$ cat config.mk
export PLATFORM = sky130hd
export DESIGN_NAME = coef_page_store
export DESIGN_NICKNAME = d
export VERILOG_FILES = /design/src/rtl/cstore_pkg.sv /design/src/rtl/cstore_slot.sv /design/src/rtl/cstore_bank.sv /design/src/rtl/cstore_pagemux.sv /design/src/rtl/coef_page_store.sv
export SDC_FILE = /design/constraint.sdc
export NUM_CORES = 1
export LEC_CHECK = 0
export ABC_AREA = 1
export BUFFER_PORTS_ARGS = -buffer_cell sky130_fd_sc_hd__buf_2
export CAP_MARGIN = 0
export CORE_AREA = 2 2 220 222
export CTS_BUF_LIST = sky130_fd_sc_hd__clkbuf_4 sky130_fd_sc_hd__clkbuf_8
export DETAILED_ROUTE_END_ITERATION = 16
export DIE_AREA = 0 0 222 224
export SETUP_SLACK_MARGIN = 0.02
export SYNTH_ARGS = -nofsm -noshare
export SYNTH_HDL_FRONTEND = slang
export SYNTH_HIERARCHICAL = 1
export SYNTH_SLANG_ARGS = --single-unit
export TNS_END_PERCENT = 5
$ cat constraint.sdc
create_clock -name clk -period 2 [get_ports clk]
set_input_delay 0.5 -clock clk [delete_from_list [all_inputs] [get_ports clk]]
set_output_delay 0.5 -clock clk [all_outputs]
set_load 0.005 [all_outputs]
$ cat src/rtl/cstore_pkg.sv
package cstore_pkg;
    localparam int PAGES = 4;
    localparam int TAPS  = 9;
    localparam int CW    = 8;
    localparam int PW    = $clog2(PAGES);
    localparam int IW    = 4;
    localparam int SW    = 2;

    localparam logic [IW-1:0] IDX_MODE  = 4'd9;
    localparam logic [IW-1:0] IDX_ROUND = 4'd10;
    localparam logic [IW-1:0] IDX_FMT   = 4'd11;

    typedef logic [TAPS-1:0][CW-1:0] page_t;

    typedef struct packed {
        page_t [PAGES-1:0] pages;
        logic  [CW-1:0]    mode;
        logic  [CW-1:0]    rnd;
        logic  [CW-1:0]    fmt;
    } bank_t;

    typedef struct packed {
        logic          prev_load_n;
        logic [SW-1:0] cnt;
    } slot_t;
endpackage

$ cat src/rtl/cstore_slot.sv
module cstore_slot
    import cstore_pkg::*;
(
    input  logic          clk,
    input  logic          rst_n,
    input  logic          load_n,
    output logic [SW-1:0] slot_o
);
    slot_t q, d;
    logic  restart;

    always_comb begin
        restart = load_n && !q.prev_load_n;
        slot_o  = restart ? '0 : q.cnt;
        d.prev_load_n = load_n;
        if (slot_o == SW'(2)) d.cnt = '0;
        else                  d.cnt = slot_o + SW'(1);
    end

    always_ff @(posedge clk or negedge rst_n) begin
        if (!rst_n) begin
            q.prev_load_n <= 1'b1;
            q.cnt         <= '0;
        end else begin
            q <= d;
        end
    end

    assert_slot_wrap_R6: assert property (@(posedge clk) disable iff (!rst_n)
        (slot_o == SW'(2)) |=> (slot_o == SW'(0)));
    assert_slot_advance_R6: assert property (@(posedge clk) disable iff (!rst_n)
        (slot_o == SW'(1)) |=> (slot_o != SW'(1)));
    assert_slot_range_R6: assert property (@(posedge clk) disable iff (!rst_n)
        (slot_o != SW'(3)));
endmodule

$ cat src/rtl/cstore_bank.sv
module cstore_bank
    import cstore_pkg::*;
(
    input  logic              clk,
    input  logic              rst_n,
    input  logic              load_n,
    input  logic [7:0]        addr,
    input  logic [CW-1:0]     data,
    input  logic [SW-1:0]     slot,
    output page_t [PAGES-1:0] pages_o,
    output logic [CW-1:0]     mode_o,
    output logic [CW-1:0]     rnd_o,
    output logic [CW-1:0]     fmt_o
);
    bank_t         q, d;
    logic          we;
    logic [PW-1:0] pg;
    logic [IW-1:0] idx;

    assign pg  = addr[IW+PW-1:IW];
    assign idx = addr[IW-1:0];

    always_comb begin
        d  = q;
        we = !load_n && !(q.mode[0] && slot == '0);
        if (we) begin
            for (int p = 0; p < PAGES; p++) begin
                for (int k = 0; k < TAPS; k++) begin
                    if (pg == PW'(p) && idx == IW'(k)) d.pages[p][k] = data;
                end
            end
            if (idx == IDX_MODE)  d.mode = data;
            if (idx == IDX_ROUND) d.rnd  = data;
            if (idx == IDX_FMT)   d.fmt  = data;
        end
    end

    always_ff @(posedge clk or negedge rst_n) begin
        if (!rst_n) q <= '0;
        else        q <= d;
    end

    assign pages_o = q.pages;
    assign mode_o  = q.mode;
    assign rnd_o   = q.rnd;
    assign fmt_o   = q.fmt;

    assert_hold_idle_R3: assert property (@(posedge clk) disable iff (!rst_n)
        load_n |=> $stable(q));
    assert_block_slot0_R7: assert property (@(posedge clk) disable iff (!rst_n)
        (!load_n && q.mode[0] && slot == '0) |=> $stable(q));
    assert_spare_index_R4: assert property (@(posedge clk) disable iff (!rst_n)
        (!load_n && idx >= IW'(12)) |=> $stable(q));
endmodule

$ cat src/rtl/cstore_pagemux.sv
module cstore_pagemux
    import cstore_pkg::*;
(
    input  page_t [PAGES-1:0]  pages,
    input  logic [PW-1:0]      sel,
    output logic [TAPS*CW-1:0] coef_o
);
    page_t chosen;
    assign chosen = pages[sel];

    for (genvar k = 0; k < TAPS; k++) begin : g_tap
        assign coef_o[k*CW +: CW] = chosen[k];
    end
endmodule

$ cat src/rtl/coef_page_store.sv
module coef_page_store
    import cstore_pkg::*;
(
    input  logic              clk,
    input  logic              rst_n,
    input  logic              load_n,
    input  logic [7:0]        ctl_addr,
    input  logic [CW-1:0]     ctl_data,
    input  logic [PW-1:0]     page_sel,
    output logic [TAPS*CW-1:0] coef_o,
    output logic [CW-1:0]     cfg_mode,
    output logic [CW-1:0]     cfg_round,
    output logic [CW-1:0]     cfg_format,
    output logic [SW-1:0]     data_slot
);
    page_t [PAGES-1:0] pages;

    cstore_slot u_slot (
        .clk(clk), .rst_n(rst_n), .load_n(load_n), .slot_o(data_slot)
    );

    cstore_bank u_bank (
        .clk(clk), .rst_n(rst_n), .load_n(load_n), .addr(ctl_addr),
        .data(ctl_data), .slot(data_slot), .pages_o(pages),
        .mode_o(cfg_mode), .rnd_o(cfg_round), .fmt_o(cfg_format)
    );

    cstore_pagemux u_mux (
        .pages(pages), .sel(page_sel), .coef_o(coef_o)
    );
endmodule

==> metrics.md, run 1 <==
| Metric | Value |
|---|---|
| Critical path class | `in -> out` |
| Seq pwr share | `44.0%` |
| Placed Area | `18500 µm²` |
| DR WL/cell | `16.2 µm` |
| Cell variety after synth | `23` |
| Total gr overflow | `0` |
| Register Area | `7880 µm²` |
| Setup crit start kind | `input port` |
| Vias per inst | `4.79` |
| Final hold vios | `0` |
| RSZ-0062 raised after global routing | `yes` |
| Vias in the first global route | `14700` |
| Post-synthesis cell count | `2319` |
| Internal power | `0.0123 W` |
| Total wire length | `51000 µm` |
| Initial antenna violation count | `1` |
| Fin nets | `2506` |
| Maximum vdd drop | `0.464 mV` |
| Fin. max-slew vios | `0` |
| Chip width | `222 µm` |
| Die height | `224 µm` |
| CP max FO | `72` |
| Mapped Nets | `2340` |
| First-pass GRT wire length | `79900 µm` |
| Share of layout cells above drive strength 1 | `19.0%` |
| #FFs+latches synth | `315` |
| Initial Util | `34.8%` |
| Yosys warnings | `6` |
| Finished layout cell area | `20100 µm²` |
| Post-synthesis sequential area ratio | `47.9%` |
| # port buffers | `116` |
| Rel. slew slack | `70.3%` |
| Multi-input gate area | `7020 µm²` |
| Worst-Skew Late Latency | `610 ps` |
| Top-Level Pins | `119` |
| Pleak | `11.2 nW` |
| Rows | `80` |
| H-tree depth | `2` |
| Clock tree sinks | `315` |
| Setup Viol. Count Final | `0` |
| Detailed Routing Iterations Pass 1 | `6` |
| Detail Route Antenna Nets | `0` |
| Initial DRC Count | `1071` |
| TritonCTS Buffers | `56` |
| Critical Path End Type | `output pin` |
| NetSw | `0.00548 W` |
| Pwr dens | `883 nW/µm²` |
| Root buf cell | `clkbuf_8` |
| Fin crit share | `97.5%` |
| Clock share of power | `36.0%` |
| Synth-to-layout area growth | `22.1%` |
| Hold WC Path Type | `in -> reg` |
| Post-DP HPWL | `31200 µm` |
| Max Root-Sink Buffers | `3` |
| Die area | `49700 µm²` |
| Worst Tran Pin Value | `445 ps` |
| TNS Setup | `0 ps` |
| Cell area after synthesis | `16500 µm²` |
| DRC Markers | `0` |
| Critical path required time | `1500 ps` |
| Status | `finished clean` |
| FILL cells | `4825` |
| Core area | `47300 µm²` |
| Share of total power in combinational logic | `20.0%` |
| Pin count of the biggest net entering global routing | `73` |
| Avg Cell Area, Syn | `7.10 µm²` |
| Final min period | `1950 ps` |
| CTS tree | `built` |
| Worst Skew | `14.7 ps` |
| Vias | `15100` |
| FMAX | `513 MHz` |
| GPL Wtd Cong | `0.799` |
| CP Data Arrival Time | `1450 ps` |
| Sw frac | `30.9%` |
| GRT Util Overall | `20.1%` |
| Max-cap violations | `0` |
| Clock-pin slew on the worst setup and hold paths | `70 ps` |
## state kept, by name (all words and copies together), names as in the netlist
signal          cells
u_bank/fmt_o        8
u_bank/pages_o    288
u_bank/mode_o       8
u_slot/q            3
u_bank/rnd_o        8
## synthesized netlist by cell type, drive strengths merged
master | number | area share, %
nand2 | 999 | 23
nor2 | 48 | 1.9
dfstp | 1 | 0.16
dfrtp | 314 | 48
o21ai | 33 | 1.0
o21bai | 32 | 1.5
nor3 | 2 | 0.12
nand3 | 432 | 13
inv | 337 | 7.7
buf | 63 | 2.0
clkbuf | 57 | 1.3
a21boi | 1 | 0.046
## logic make-up (layout without fill, tap and decap cells)
kind of cell    count (synthesis)  in the layout  synth area share, %
simple gates                 1481           1481                 38.6
other cells                     0              1                    0
compound gates                 66             66                 2.51
flops                         315            315                 47.9
buf+inv                       457            665                 11.0
## cell usage in the layout (no fill, tap or decap)
cell type	count
nand2_1	933
nand3_1	400
inv_1	324
dfrtp_1	314
buf_2	112
clkbuf_8	77
buf_4	73
nand2_2	61
o21ai_0	32
nand3_2	32
o21bai_1	32
nor2_2	29
buf_12	28
clkbuf_4	12
inv_2	11
nor2_1	10
clkinv_2	9
nor2_4	9
nand2_4	5
clkbuf_16	4
buf_6	4
buf_16	3
clkinvlp_4	2
dlygate4sd3_1	2
buf_8	2
inv_8	2
nor3_2	2
diode_2	1
o21ai_1	1
a21boi_2	1
dfstp_2	1
## worst paths after layout
path                             start                  end  slack, ps  depth (start not counted)
min                             load_n          u_slot/q[0]        190                          3
min reg2reg                u_slot/q[1]          u_slot/q[1]        450                          1
min in group asynchronous        rst_n  u_bank/pages_o[280]        400                          2
max reg2reg                u_slot/q[2]  u_bank/pages_o[275]        180                         12
max in group asynchronous        rst_n  u_bank/pages_o[132]        860                          4
max                        page_sel[1]           coef_o[17]         50                          5
## per-stage QoR
step                util [%]  cells  hold slack [ps]  setup slack [ps]  total power, W
global placement        39.0   3034              432             -22.3          0.0112
detailed placement      39.0   3034              439             -3.20          0.0113
global route            42.5   3143              177             -24.9          0.0188
CTS                     41.8   3136              144             -6.18          0.0178
finish                  42.5   3143              189              50.9          0.0178
floorplan                  -   2319              204               156         0.00986
## cell type report
| cell class | count | area share, % |
|---|---|---|
| Clock inverter | 11 | 0.299 |
| Tap cell | 615 | 3.83 |
| Timing Repair Buffer | 228 | 9.68 |
| Clock buffer | 89 | 5.72 |
| Sequential cell | 315 | 39.2 |
| Inverter | 337 | 6.36 |
| Antenna cell | 1 | 0.0124 |
| Multi-Input combinational cell | 1547 | 34.9 |
## power groups by stage
stage	clock network, W	logic (W)	registers, W
after floorplan	0	0.00208	0.00779
after global placement	0	0.00335	0.00788
after detailed placement	0	0.00342	0.00791
after CTS	0.00655	0.00346	0.00781
after global routing	0.00681	0.00403	0.00793
final	0.00639	0.00356	0.00781
## worst max-delay path, cell delays in order
cell     delay, ps
buf_2          120
buf_12         340
nand3_1        200
nand2_1        100
buf_2          130
## what timing repair did
| action | 4_1_cts | 5_1_grt |
|---|---|---|
| gates resized for setup | 21 | 58 |
| cloned | 0 | 4 |
| pin swaps | 2 | 13 |
| buffers inserted | 0 | 2 |
| endpoints found under the hold margin | 31 | 0 |
| hold buffers | 2 | 0 |
| setup endpoints to repair | 22 | 58 |
## per-layer routing
| metal | routed length [µm] | GRT usage [%] | up-vias |
|---|---|---|---|
| met3 | 2840 | 3.15 | 84 |
| met5 | 0 | 0 | - |
| met2 | 24000 | 33.6 | 410 |
| met4 | 1130 | 5.88 | 0 |
| met1 | 23100 | 26.9 | 7140 |
| li1 | - | - | 7426 |
Note: power is estimated with default switching activity, not from simulation.
==> run 2: changes to the inputs <==
Settings changed: MAX_ROUTING_LAYER set to met4.
==> metrics.md, run 2 (synthesis results as in run 1) <==
| Metric | Value |
|---|---|
| H-tree depth | `2 (unchanged)` |
| Share of total power in combinational logic | `20.0% (about the same)` |
| Placed insts | `3034 (unchanged)` |
| Clock-pin slew on the worst setup and hold paths | `60 ps (about the same)` |
| Critical path's slowest cell | `buf_6` |
| Max Root-Sink Buffers | `3 (unchanged)` |
| Clock share of power | `35.9% (about the same)` |
| Share of layout cells above drive strength 1 | `18.9% (-0.079 points)` |
| Core area | `47300 µm² (unchanged)` |
| Final min period | `1960 ps (+6.92 ps)` |
| Family with the most delay on the worst path | `buffers and inverters` |
| Top-Level Pins | `119 (unchanged)` |
| Rows | `80 (unchanged)` |
| Clock tree sinks | `315 (unchanged)` |
| CP Cell Sequence | `buf_6 > inv_8 > clkbuf_16 > nand2_1 > nand3_1 > nand2_2 > buf_2` |
| Worst-Skew Late Latency | `610 ps (about the same)` |
| GRT Util Overall | `20.7% (+0.61 points)` |
| Detailed Routing Iterations Pass 1 | `6 (unchanged)` |
| FILL cells | `4827 (+0.041%)` |
| First-pass GRT wire length | `79900 µm (about the same)` |
| FMAX | `511 MHz (-0.35%)` |
| Worst stage delay on the critical path | `210 ps (-130 ps)` |
| Critical path class | `in -> out` |
| Fin nets | `2506 (unchanged)` |
| Internal power | `0.0123 W (about the same)` |
| RSZ-0062 raised after global routing | `yes` |
| DRC Markers | `0 (unchanged)` |
| Post-Layout Cell Count | `3143 (unchanged)` |
| Setup Viol. Count Final | `0 (unchanged)` |
| Total wire length | `51100 µm (+0.16%)` |
| Root buf cell | `clkbuf_8` |
| Initial DRC Count | `1063 (-0.75%)` |
| Initial Util | `34.8% (unchanged)` |
| Critical path required time | `1500 ps (about the same)` |
| GPL Wtd Cong | `0.810 (+1.4%)` |
| Critical Path End Type | `output pin` |
| Initial antenna violation count | `1 (unchanged)` |
| Fin crit share | `97.8% (+0.35 points)` |
| Vias in the first global route | `14700 (-0.061%)` |
| Pwr dens | `882 nW/µm² (about the same)` |
| Commonest non-fill, non-tap cells in the layout | `nand2_1 (935), nand3_1 (399), inv_1 (325)` |
| Vias per inst | `4.79 (about the same)` |
| Sw frac | `30.8% (about the same)` |
| Register-to-Register Setup Slack | `180 ps (about the same)` |
| Die area | `49700 µm² (unchanged)` |
| Max-cap violations | `0 (unchanged)` |
| Chip width | `222 µm (unchanged)` |
| # port buffers | `116 (unchanged)` |
| Detail Route Antenna Nets | `0 (unchanged)` |
| DR WL/cell | `16.2 µm (+0.16%)` |
| Vias | `15100 (-0.0066%)` |
| Die height | `224 µm (unchanged)` |
| Maximum vdd drop | `0.465 mV (+0.28%)` |
| Hold WC Path Type | `in -> reg` |
| Post-DP HPWL | `31200 µm (unchanged)` |
| Worst Tran Pin Value | `447 ps (+1.56 ps)` |
| Synth-to-layout area growth | `22.1% (unchanged)` |
| NetSw | `0.00547 W (-0.12%)` |
| Total gr overflow | `0 (unchanged)` |
| CP Data Arrival Time | `1460 ps (about the same)` |
| CTS tree | `built` |
| Seq pwr share | `44.0% (about the same)` |
| WHS | `189 ps (-0.451 ps)` |
| Pin count of the biggest net entering global routing | `73 (unchanged)` |
| Setup crit start kind | `input port` |
| Commonest non-fill, non-tap cell in the layout | `nand2_1` |
| Status | `finished clean` |
| Pleak | `11.2 nW (about the same)` |
| Final hold vios | `0 (unchanged)` |
| Worst Skew | `14.6 ps (-0.107 ps)` |
| CP max FO | `21 (-71%)` |
| Critical path buffers and inverters | `4 (+1)` |
| Fin. max-slew vios | `0 (unchanged)` |
| TritonCTS Buffers | `56 (unchanged)` |
| Max FFs per register | `288 (unchanged)` |
| Rel. slew slack | `70.2% (-0.10 points)` |
## run 2: cell counts in the layout (fill, tap and decap cells not counted)
Identical to the previous run, type by type.
## run 2: final cells by class
class / count / area [µm²] / area share [%]
repair buffers: 228 / 1950 / 9.68
diodes: 1 / 2.50 / 0.0124
multi-input cells: 1547 / 7020 / 34.9
clock inverters: 11 / 60.1 / 0.299
inverters: 337 / 1280 / 6.36
clock buffers: 89 / 1150 / 5.72
well taps: 615 / 769 / 3.83
flip-flops and latches: 315 / 7880 / 39.2
## run 2: power by group through the flow
| stage | sequential [W] | combinational, W | clock, W |
|---|---|---|---|
| floorplan | 0.00779 | 0.00208 | 0 |
| global placement | 0.00788 | 0.00335 | 0 |
| detailed placement | 0.00791 | 0.00342 | 0 |
| CTS | 0.00781 | 0.00346 | 0.00655 |
| finish | 0.00781 | 0.00356 | 0.00638 |
| global route | 0.00792 | 0.00403 | 0.00682 |
## run 2: layer usage
layer	share of wire, %	track usage [%]	routed length, µm	vias to the layer above
met1	46	27.0	23300	7121
li1	-	-	-	7427
met3	5.1	3.04	2610	84
met5	0	-	0	-
met2	47	33.5	24000	427
met4	2.2	5.88	1120	0
## run 2: what timing repair did
item / in CTS / in global routing
endpoints found under the setup margin: 22 / 58
pin swaps: 2 / 15
hold buffers: 2 / 0
resized for setup: 21 / 56
endpoints found under the hold margin: 31 / 0
cloned: 0 / 4
setup buffers: 0 / 2
## run 2: worst paths after layout
path                             start             endpoint  cells past startpoint
setup / recovery           page_sel[0]           coef_o[12]                      7
hold / removal                  load_n          u_slot/q[0]                      3
setup reg to reg           u_slot/q[2]  u_bank/pages_o[275]                     12
hold reg to reg            u_slot/q[1]          u_slot/q[1]                      1
max in group asynchronous        rst_n  u_bank/pages_o[132]                      4
min in group asynchronous        rst_n  u_bank/pages_o[280]                      2
## run 2: tightest hold or removal path, stage by stage
cell     delay, ps
buf_2          120
nand2_2         70
o21ai_1         70
## run 2: stage by stage
stage               instance area [µm²]  TNS, ps  total power, W  util [%]  setup slack (ps)
CTS                               19800    -6.18          0.0178      41.8             -6.18
global placement                  18500    -25.1          0.0112      39.0             -22.3
global route                      20100    -74.6          0.0188      42.5             -24.9
floorplan                         16500        0         0.00986         -               156
finish                            20100        0          0.0177      42.5              43.9
detailed placement                18500    -3.69          0.0113      39.0             -3.20
